<file path="config.mk">
export PLATFORM = sky130hd
export DESIGN_NAME = frac_divctl
export DESIGN_NICKNAME = d
export VERILOG_FILES = /design/src/rtl/divctl_pkg.sv /design/src/rtl/divctl_frac_merge.sv /design/src/rtl/divctl_acc_stage.sv /design/src/rtl/divctl_noise_cancel.sv /design/src/rtl/frac_divctl.sv
export SDC_FILE = /design/constraint.sdc
export NUM_CORES = 1
export LEC_CHECK = 0
export ABC_AREA = 0
export BUFFER_PORTS_ARGS = -buffer_cell sky130_fd_sc_hd__buf_4
export CAP_MARGIN = 20
export CORE_MARGIN = 1.5
export CORE_UTILIZATION = 55
export DETAILED_ROUTE_END_ITERATION = 8
export PLACE_DENSITY = 0.77
export SYNTH_ARGS = -nofsm -noshare
export SYNTH_HDL_FRONTEND = slang
export SYNTH_SLANG_ARGS = --single-unit
export TNS_END_PERCENT = 20
</file>
<file path="constraint.sdc">
create_clock -name clk -period 6.2 [get_ports clk]
set_input_delay 0.93 -clock clk [delete_from_list [all_inputs] [get_ports clk]]
set_output_delay 0.93 -clock clk [all_outputs]
set_load 0.05 [all_outputs]
</file>
<file path="src/rtl/divctl_pkg.sv">
package divctl_pkg;
  localparam int OFF_W = 4;
  typedef logic signed [OFF_W-1:0] off_t;
  localparam int STAGES = 3;
endpackage

</file>
<file path="src/rtl/divctl_frac_merge.sv">
module divctl_frac_merge #(
  parameter int FW = 15,
  parameter int CW = 12,
  parameter int EW = 11,
  parameter int MW = 12
) (
  input  logic [CW-1:0] chan_frac,
  input  logic [EW-1:0] corr,
  input  logic [MW-1:0] mod_off,
  output logic [FW-1:0] frac,
  output logic          clamped
);
  localparam int SHIFT = FW - CW;
  localparam int RW    = FW + 2;
  localparam logic signed [RW-1:0] MAXV = (1 <<< FW) - 1;

  logic signed [RW-1:0] chan_x, corr_x, mod_x, raw;

  always_comb begin
    chan_x = {{(RW-FW){1'b0}}, chan_frac, {SHIFT{1'b0}}};
    corr_x = {{(RW-EW){corr[EW-1]}}, corr};
    mod_x  = {{(RW-MW){mod_off[MW-1]}}, mod_off};
    raw    = chan_x + corr_x + mod_x;
    clamped = 1'b0;
    if (raw < 0) begin
      frac    = '0;
      clamped = 1'b1;
    end else if (raw > MAXV) begin
      frac    = '1;
      clamped = 1'b1;
    end else begin
      frac = raw[FW-1:0];
    end
  end
endmodule

</file>
<file path="src/rtl/divctl_acc_stage.sv">
module divctl_acc_stage #(
  parameter int FW = 15
) (
  input  logic          clk,
  input  logic          rst,
  input  logic          adv,
  input  logic [FW-1:0] add,
  output logic [FW-1:0] nxt,
  output logic          carry
);
  logic [FW-1:0] acc;

  always_comb {carry, nxt} = {1'b0, acc} + {1'b0, add};

  always_ff @(posedge clk) begin
    if (rst)      acc <= '0;
    else if (adv) acc <= nxt;
  end
endmodule

</file>
<file path="src/rtl/divctl_noise_cancel.sv">
module divctl_noise_cancel
  import divctl_pkg::*;
(
  input  logic              clk,
  input  logic              rst,
  input  logic              adv,
  input  logic [STAGES-1:0] c,
  output off_t              off
);
  logic c2d, c3d, c3dd;

  always_comb begin
    off = off_t'({3'b000, c[0]}) + off_t'({3'b000, c[1]}) - off_t'({3'b000, c2d})
        + off_t'({3'b000, c[2]}) - off_t'({2'b00, c3d, 1'b0}) + off_t'({3'b000, c3dd});
  end

  always_ff @(posedge clk) begin
    if (rst) begin
      c2d  <= 1'b0;
      c3d  <= 1'b0;
      c3dd <= 1'b0;
    end else if (adv) begin
      c2d  <= c[1];
      c3d  <= c[2];
      c3dd <= c3d;
    end
  end


  offset_range_chk: assert property (@(posedge clk) disable iff (rst)
    adv |-> (off >= -3 && off <= 4));
endmodule

</file>
<file path="src/rtl/frac_divctl.sv">
module frac_divctl
  import divctl_pkg::*;
#(
  parameter int IW = 8,
  parameter int FW = 15,
  parameter int CW = 12,
  parameter int EW = 11,
  parameter int MW = 12,
  parameter int PSC_P = 4
) (
  input  logic          clk,
  input  logic          rst,
  input  logic          tick,
  input  logic [IW-1:0] int_part,
  input  logic [CW-1:0] chan_frac,
  input  logic [EW-1:0] corr,
  input  logic [MW-1:0] mod_off,
  output logic [IW:0]   div_out,
  output logic          sat_flag
);
  localparam int MIN_INT = PSC_P * PSC_P + 3 * PSC_P + 3;
  localparam logic [IW-1:0] MIN_V = IW'(MIN_INT);

  logic [FW-1:0] frac_now, frac_q;
  logic          clamp_now;
  logic [IW-1:0] int_q, int_lim;
  logic [FW-1:0] stage_in  [STAGES];
  logic [FW-1:0] stage_nxt [STAGES];
  logic [STAGES-1:0] carries;
  off_t          off;

  divctl_frac_merge #(.FW(FW), .CW(CW), .EW(EW), .MW(MW)) i_merge (
    .chan_frac(chan_frac), .corr(corr), .mod_off(mod_off),
    .frac(frac_now), .clamped(clamp_now)
  );

  always_comb int_lim = (int_part < MIN_V) ? MIN_V : int_part;

  always_ff @(posedge clk) begin
    if (rst) begin
      int_q    <= MIN_V;
      frac_q   <= '0;
      sat_flag <= 1'b0;
    end else if (tick) begin
      int_q  <= int_lim;
      frac_q <= frac_now;
      if (clamp_now) sat_flag <= 1'b1;
    end
  end

  genvar g;
  generate
    for (g = 0; g < STAGES; g++) begin : g_stage
      if (g == 0) begin : g_first
        assign stage_in[g] = frac_q;
      end else begin : g_rest
        assign stage_in[g] = stage_nxt[g-1];
      end
      divctl_acc_stage #(.FW(FW)) i_acc (
        .clk(clk), .rst(rst), .adv(tick),
        .add(stage_in[g]), .nxt(stage_nxt[g]), .carry(carries[g])
      );
    end
  endgenerate

  divctl_noise_cancel i_cancel (
    .clk(clk), .rst(rst), .adv(tick), .c(carries), .off(off)
  );

  always_ff @(posedge clk) begin
    if (rst)       div_out <= '0;
    else if (tick) div_out <= {1'b0, int_q} + {{(IW+1-OFF_W){off[OFF_W-1]}}, off};
  end


  hold_chk: assert property (@(posedge clk) disable iff (rst)
    !tick |=> $stable(div_out));

  sat_sticky_chk: assert property (@(posedge clk) disable iff (rst)
    $past(sat_flag) |-> sat_flag);

  sat_set_chk: assert property (@(posedge clk) disable iff (rst)
    (tick && clamp_now) |=> sat_flag);

  min_int_chk: assert property (@(posedge clk) disable iff (rst)
    tick |=> (div_out >= (IW+1)'(MIN_INT - 3)));
endmodule

</file>
==> flow_metrics.py, run 1 <==
metrics = {
    "yosys": {
        "ys_seq_area_share_pct": 25.4,
        "synth_area_per_cell_um2": 8.60,
        "netlist_top_cells_area": "dfxtp_1, ha_1, fa_1, xnor2_1, nor2_1",
        "synthArstFlopShare_pct": 0,
        "synth_flop_cell": "dfxtp_1",
        "synth-seq-cells": 81,
        "yosysMostFrequentCell": "nor2_1",
        "yosysTopAreaCellShare_pct": 25.4,
        "syn_nets": 884,
        "yosysUniqueCellTypes": 63,
        "synthTopCellsByCount": "nor2_1, dfxtp_1, ha_1, a21oi_1, nand2_1",
        "synth_edf_count": 0,
        "netlist_area_um2": 6390,
        "synth_cells": 743,
        "synth_warnings": 0,
        "synth.largest_area_cell": "dfxtp_1",
    },
    "critical_path": {
        "crit_slowest_cell": "fa_1",
        "arrival_ps": 6880,
        "slowest_delay_ps": 480,
        "end_kind": "flip-flop",
        "path_max_fanout": 2,
        "critical_path_required_ps": 6460,
        "startpoint_type": "flip-flop",
        "path_class": "flip-flop to flip-flop",
    },
    "clock_tree": {
        "htree_levels": 3,
        "clk_pin_slew_worst_paths_ps": 60,
        "cts_sinks": 81,
        "clockBufferDepth": 2,
        "clock-root-buffer": "clkbuf_16",
        "cts_inserted_buffers": 9,
        "cts_tree": "built",
        "clk_latency_ps": 340,
    },
    "power_and_ir_drop": {
        "internal-power_uw": 1620,
        "seq_power_share_pct": 25.9,
        "powerDensity_nw_per_um2": 313,
        "peakVddDrop_uv": 172,
        "leakage_uw": 0.00382,
        "swShare_pct": 36.7,
        "clockPowerShare_pct": 22.9,
        "p_switching_uw": 937,
        "pwr-share-comb_pct": 51.2,
    },
    "min_path": {
        "worstHoldPathType": "flip-flop to flip-flop",
    },
    "drt": {
        "antenna_left": 0,
        "wl_per_cell_um": 15.4,
        "drtIter0Drc": 245,
        "routed_wl_mm": 15.7,
        "drc_errors": 0,
        "vias": 5973,
        "viasPerCell": 5.86,
        "firstDrtPassIters": 5,
    },
    "global_route": {
        "grt_max_degree": 64,
        "grt_pass1_vias": 6029,
        "grt_pass1_wl_mm": 26.6,
        "track_usage_pct": 25.7,
        "antenna_found_initial": 0,
        "grt_overflow_total": 0,
    },
    "timing": {
        "setup_viol": 7,
        "worst_pin_slew_ps": 836,
        "maxSlewHeadroom_pct": 44.3,
        "final_max_slew_viol_count": 0,
        "clock_skew_ps": 6.13,
        "finalHoldViolCount": 0,
        "max_freq_mhz": 151,
        "min_period_ps": 6620,
        "rsz0062_at_grt": "yes",
        "worst_slack_ps": -420,
        "fin_crit_sh_pct": 107,
    },
    "die": {
        "initial_core_util_pct": 56.2,
        "die_y_um": 111,
        "coreArea_um2": 11400,
        "num_rows": 39,
        "die-width_um": 111,
        "die-area_um2": 12300,
        "ioPinCount": 56,
    },
    "placed_design": {
        "gp_congestion": 0.853,
        "dp_hpwl_mm": 11.3,
        "io_buffers": 55,
        "place_area_um2": 7600,
        "dp_cells": 993,
    },
    "finish": {
        "layout.cells.non_filler": 1020,
        "n_fill_cell": 838,
        "fin_area_um2": 8160,
        "multi_input_comb_area_um2": 4790,
        "area_delta_synth_final_pct": 27.7,
        "regArea_um2": 1620,
        "antennaDiodeCount": 0,
        "drive_above_1_share_pct": 26.6,
        "nNetsFinal": 1013,
    },
    "outcome": {
        "violations": "negative setup slack",
        "status": "finished, violations left",
    },
    "job": {
        "drv_cap": 0,
    },
}
-- sequential cells by signal, indices dropped and copies added (netlist names) --
| signal | cells |
|---|---|
| i_cancel.c3d | 1 |
| frac_q | 15 |
| g_stage.i_acc.acc | 45 |
| div_out | 9 |
| i_cancel.c3dd | 1 |
| int_q | 8 |
| sat_flag | 1 |
| i_cancel.c2d | 1 |
-- cell usage in the layout, fill, tap and decap left out, types with 4 or more instances in the layout --
cell type	instances
o21a_1	22
a21oi_2	10
o21ai_0	25
nor3_1	11
nand3_1	7
o22ai_1	6
buf_4	145
a21o_1	13
a211o_1	4
o21ai_1	5
a221oi_1	7
or3_1	4
xnor2_1	36
o211ai_1	5
clkbuf_16	9
a32o_1	7
o21bai_1	7
nand2_1	50
and3_1	5
ha_1	67
ha_4	5
inv_1	36
nand2b_1	8
nor2_1	81
xor2_1	8
o211a_1	5
inv_2	6
mux2i_1	28
or2_2	4
nor2b_1	7
dfxtp_1	79
o31ai_1	6
a21oi_1	40
a211oi_1	15
fa_1	17
-- what timing repair did --
item	CTS	global route
resized for setup	16	24
setup buffers	9	2
setup endpoints to repair	7	8
pin swaps	24	13
hold buffers	0	0
-- layout make-up --
cell class              instances  area share [%]
repair buffers                145            13.3
clock buffers                  11            2.97
clock inverters                 5           0.966
multi-input cells             593            58.7
flip-flops and latches         81            19.9
well taps                     143            2.19
inverters                      42            1.93
-- per-layer routing --
layer | GRT usage, % | vias up | share of wire, % | wire (um)
met1 | 30.5 | 2860 | 44 | 6910
met4 | 9.57 | 0 | 1.8 | 290
met2 | 46.6 | 142 | 51 | 7960
li1 | - | 2944 | - | -
met5 | 0 | - | 0 | 0
met3 | 4.10 | 27 | 3.5 | 555
-- power groups by stage --
stage                     Clock, uW  Combinational [uW]  Sequential (uW)
after floorplan                   0                 798              686
after global placement            0                1170              668
after detailed placement          0                1220              670
after CTS                       588                1270              662
after global routing            608                1440              673
final                           585                1310              662
-- metrics by stage --
step / util [%] / total power (uW) / worst slack [ps] / setup TNS [ps] / hold slack [ps]
floorplan: - / 1480 / -146 / -146 / 429
global placement: 66.8 / 1840 / -398 / -1280 / 444
detailed placement: 66.8 / 1890 / -669 / -2830 / 459
CTS: 70.7 / 2520 / -367 / -1110 / 473
global route: 71.8 / 2720 / -893 / -4530 / 499
finish: 71.8 / 2560 / -420 / -1560 / 469
-- worst max-delay path, delay by kind of cell, from the launching register on --
kind / cells / cell delay (ps)
AOI/OAI and AO/OA: 13 / 2260
xor gates and xnor gates: 1 / 160
adders and majority gates: 7 / 2270
buffers and inverters: 3 / 230
DFF: 1 / 320
and+or+nand+nor: 10 / 1280
-- logic make-up after synthesis --
| kind of cell | Yosys count | synth area share [%] |
|---|---|---|
| AO/OA/AOI/OAI | 218 | 23.6 |
| XOR/XNOR | 48 | 6.58 |
| adder cells (fa/ha/maj) | 95 | 20.9 |
| buffers and inverters | 69 | 4.23 |
| flip-flops | 81 | 25.4 |
| multiplexers | 29 | 4.56 |
| AND/OR/NAND/NOR | 203 | 14.8 |
-- path summary, 6_finish.rpt --
path	startpoint	to	slack [ps]	cells after the start
max	frac_q[2]	div_out[8]	-420	34
min	frac_q[13]	frac_q[13]	470	2
max reg2reg	frac_q[2]	div_out[8]	-420	34
min reg2reg	frac_q[13]	frac_q[13]	470	2
No activity file was read; power rests on OpenSTA's default activity.
==> inputs of run 2 (changes only) <==
--- a/config.mk
+++ b/config.mk
@@ -11,7 +11,7 @@
 export CORE_MARGIN = 1.5
 export CORE_UTILIZATION = 55
 export DETAILED_ROUTE_END_ITERATION = 8
-export PLACE_DENSITY = 0.77
+export PLACE_DENSITY_LB_ADDON = 0.05
 export SYNTH_ARGS = -nofsm -noshare
 export SYNTH_HDL_FRONTEND = slang
 export SYNTH_SLANG_ARGS = --single-unit
==> run 2 against run 1 <==
Effect of this change:
- hold slack got worse by 6.1 ps
- die area did not move
- the flow still finishes with violations (negative setup slack)
- total power decreased by 4.2%
- combinational power hardly changed
- maximum frequency hardly changed
- clock-buffer cell count is 3 higher
- global-route usage down 0.26 points
- final cell count about the same
- via count down 2.7%
==> flow_metrics.py, run 2 (synthesis gave the netlist of run 1 again) <==
metrics = {
    "outcome": {
        "status": "finished, violations left",
        "violations": "negative setup slack",
    },
    "power_and_ir_drop": {
        "p_switching_uw": 907,
        "seq_power_share_pct": 27.0,
        "leakage_uw": 0.00376,
        "internal-power_uw": 1540,
        "peakVddDrop_uv": 250,
        "pwr-share-comb_pct": 52.4,
        "swShare_pct": 37.0,
        "power.total_uw": 2450,
        "powerDensity_nw_per_um2": 304,
        "clockPowerShare_pct": 20.6,
    },
    "global_route": {
        "grt_overflow_total": 0,
        "grt_pass1_wl_mm": 26.0,
        "antenna_found_initial": 0,
        "grt_pass1_vias": 5846,
        "track_usage_pct": 25.4,
        "grt_max_degree": 64,
    },
    "placed_design": {
        "io_buffers": 55,
        "dp_hpwl_mm": 11.2,
        "dp_slack_ps": -649,
        "gp_congestion": 0.837,
    },
    "die": {
        "initial_core_util_pct": 56.2,
        "die-width_um": 111,
        "die_y_um": 111,
        "ioPinCount": 56,
        "die-area_um2": 12300,
        "coreArea_um2": 11400,
        "num_rows": 39,
    },
    "timing": {
        "worst_slack_ps": -421,
        "finalHoldViolCount": 0,
        "setup_viol": 5,
        "fin_crit_sh_pct": 107,
        "clock_skew_ps": 9.67,
        "final_max_slew_viol_count": 0,
        "max_freq_mhz": 151,
        "min_period_ps": 6620,
        "worst_pin_slew_ps": 838,
        "rsz0062_at_grt": "yes",
        "whs_ps": 463,
        "fin_tns_setup_ps": -861,
        "maxSlewHeadroom_pct": 44.2,
    },
    "finish": {
        "reg_top3": "g_stage.i_acc.acc (45), frac_q (15), div_out (9)",
        "nNetsFinal": 1014,
        "top_register": "g_stage.i_acc.acc",
        "final_common_cell": "buf_4",
        "layout_common_cells": "buf_4, nor2_1, dfxtp_1",
        "antennaDiodeCount": 0,
        "drive_above_1_share_pct": 25.3,
        "area_delta_synth_final_pct": 25.9,
        "largest_reg_flops": 45,
    },
    "drt": {
        "drtIter0Drc": 281,
        "vias": 5812,
        "drc_errors": 0,
        "wl_per_cell_um": 14.7,
        "firstDrtPassIters": 4,
        "routed_wl_mm": 15.0,
        "antenna_left": 0,
        "viasPerCell": 5.69,
    },
    "clock_tree": {
        "cts_tree": "built",
        "clockBufferDepth": 2,
        "clk_latency_ps": 350,
        "cts_sinks": 81,
        "cts_hold_buf": 0,
        "htree_levels": 3,
        "clock-root-buffer": "clkbuf_16",
        "clk_pin_slew_worst_paths_ps": 60,
        "cts_inserted_buffers": 9,
    },
    "critical_path": {
        "path_max_fanout": 3,
        "crit_slowest_cell": "fa_2",
        "worst-path-buf-inv": 4,
        "end_kind": "flip-flop",
        "arrival_ps": 6880,
        "cp_top_family": "compound AO/OA/AOI/OAI gates",
        "critical_path_required_ps": 6460,
        "slowest_delay_ps": 440,
        "path_class": "flip-flop to flip-flop",
        "startpoint_type": "flip-flop",
    },
    "min_path": {
        "worstHoldPathType": "flip-flop to flip-flop",
    },
    "job": {
        "drv_cap": 0,
    },
}
-- run 2: final cells by class --
| class | count | area [um^2] |
|---|---|---|
| clock buffer | 14 | 264 |
| inverter | 42 | 158 |
| multi-input combinational | 593 | 4710 |
| clock inverter | 2 | 12.5 |
| fill | 910 | 3320 |
| timing repair buffer | 146 | 1100 |
| sequential | 81 | 1620 |
| tap | 143 | 179 |
-- run 2: per-stage QoR --
stage               util [%]  cells  cell area [um^2]
floorplan                  -    743              6530
global placement        67.3   1000              7650
detailed placement      67.3   1000              7650
CTS                     70.4   1020              8000
global route            70.8   1021              8050
finish                  70.8   1021              8050
-- run 2: per-layer routing --
layer / track usage (%) / wire length (um)
met4: 10.0 / 341
met3: 5.03 / 475
met2: 45.3 / 7540
met1: 30.0 / 6670
met5: 0 / 0
-- run 2: timing repair --
action	CTS	global route
setup buffers	4	1
setup endpoints to repair	7	7
gates resized for setup	19	10
pin swaps	35	10
-- run 2: worst reg2reg max path, delay by kind of cell (launching register included) --
kind                       cells  cell delay, ps
AOI/OAI and AO/OA             12            2390
xor gates and xnor gates       1             150
adders and majority gates      8            2210
buffers and inverters          4             310
DFF                            1             330
and+or+nand+nor               10            1130
-- run 2: path summary, 6_finish.rpt --
path,start,to,slack [ps],depth (start not counted)
setup / recovery,frac_q[0],div_out[8],-420,35
hold / removal,frac_q[13],frac_q[13],460,2
setup reg to reg,frac_q[0],div_out[8],-420,35
hold reg to reg,frac_q[13],frac_q[13],460,2
-- run 2: power by group through the flow --
stage | sequential [uW] | clock (uW) | combinational (uW)
2_1_floorplan | 686 | 0 | 798
3_3_place_gp | 668 | 0 | 1190
3_5_place_dp | 671 | 0 | 1240
4_1_cts | 661 | 513 | 1270
5_1_grt | 671 | 532 | 1430
6_report | 662 | 504 | 1280
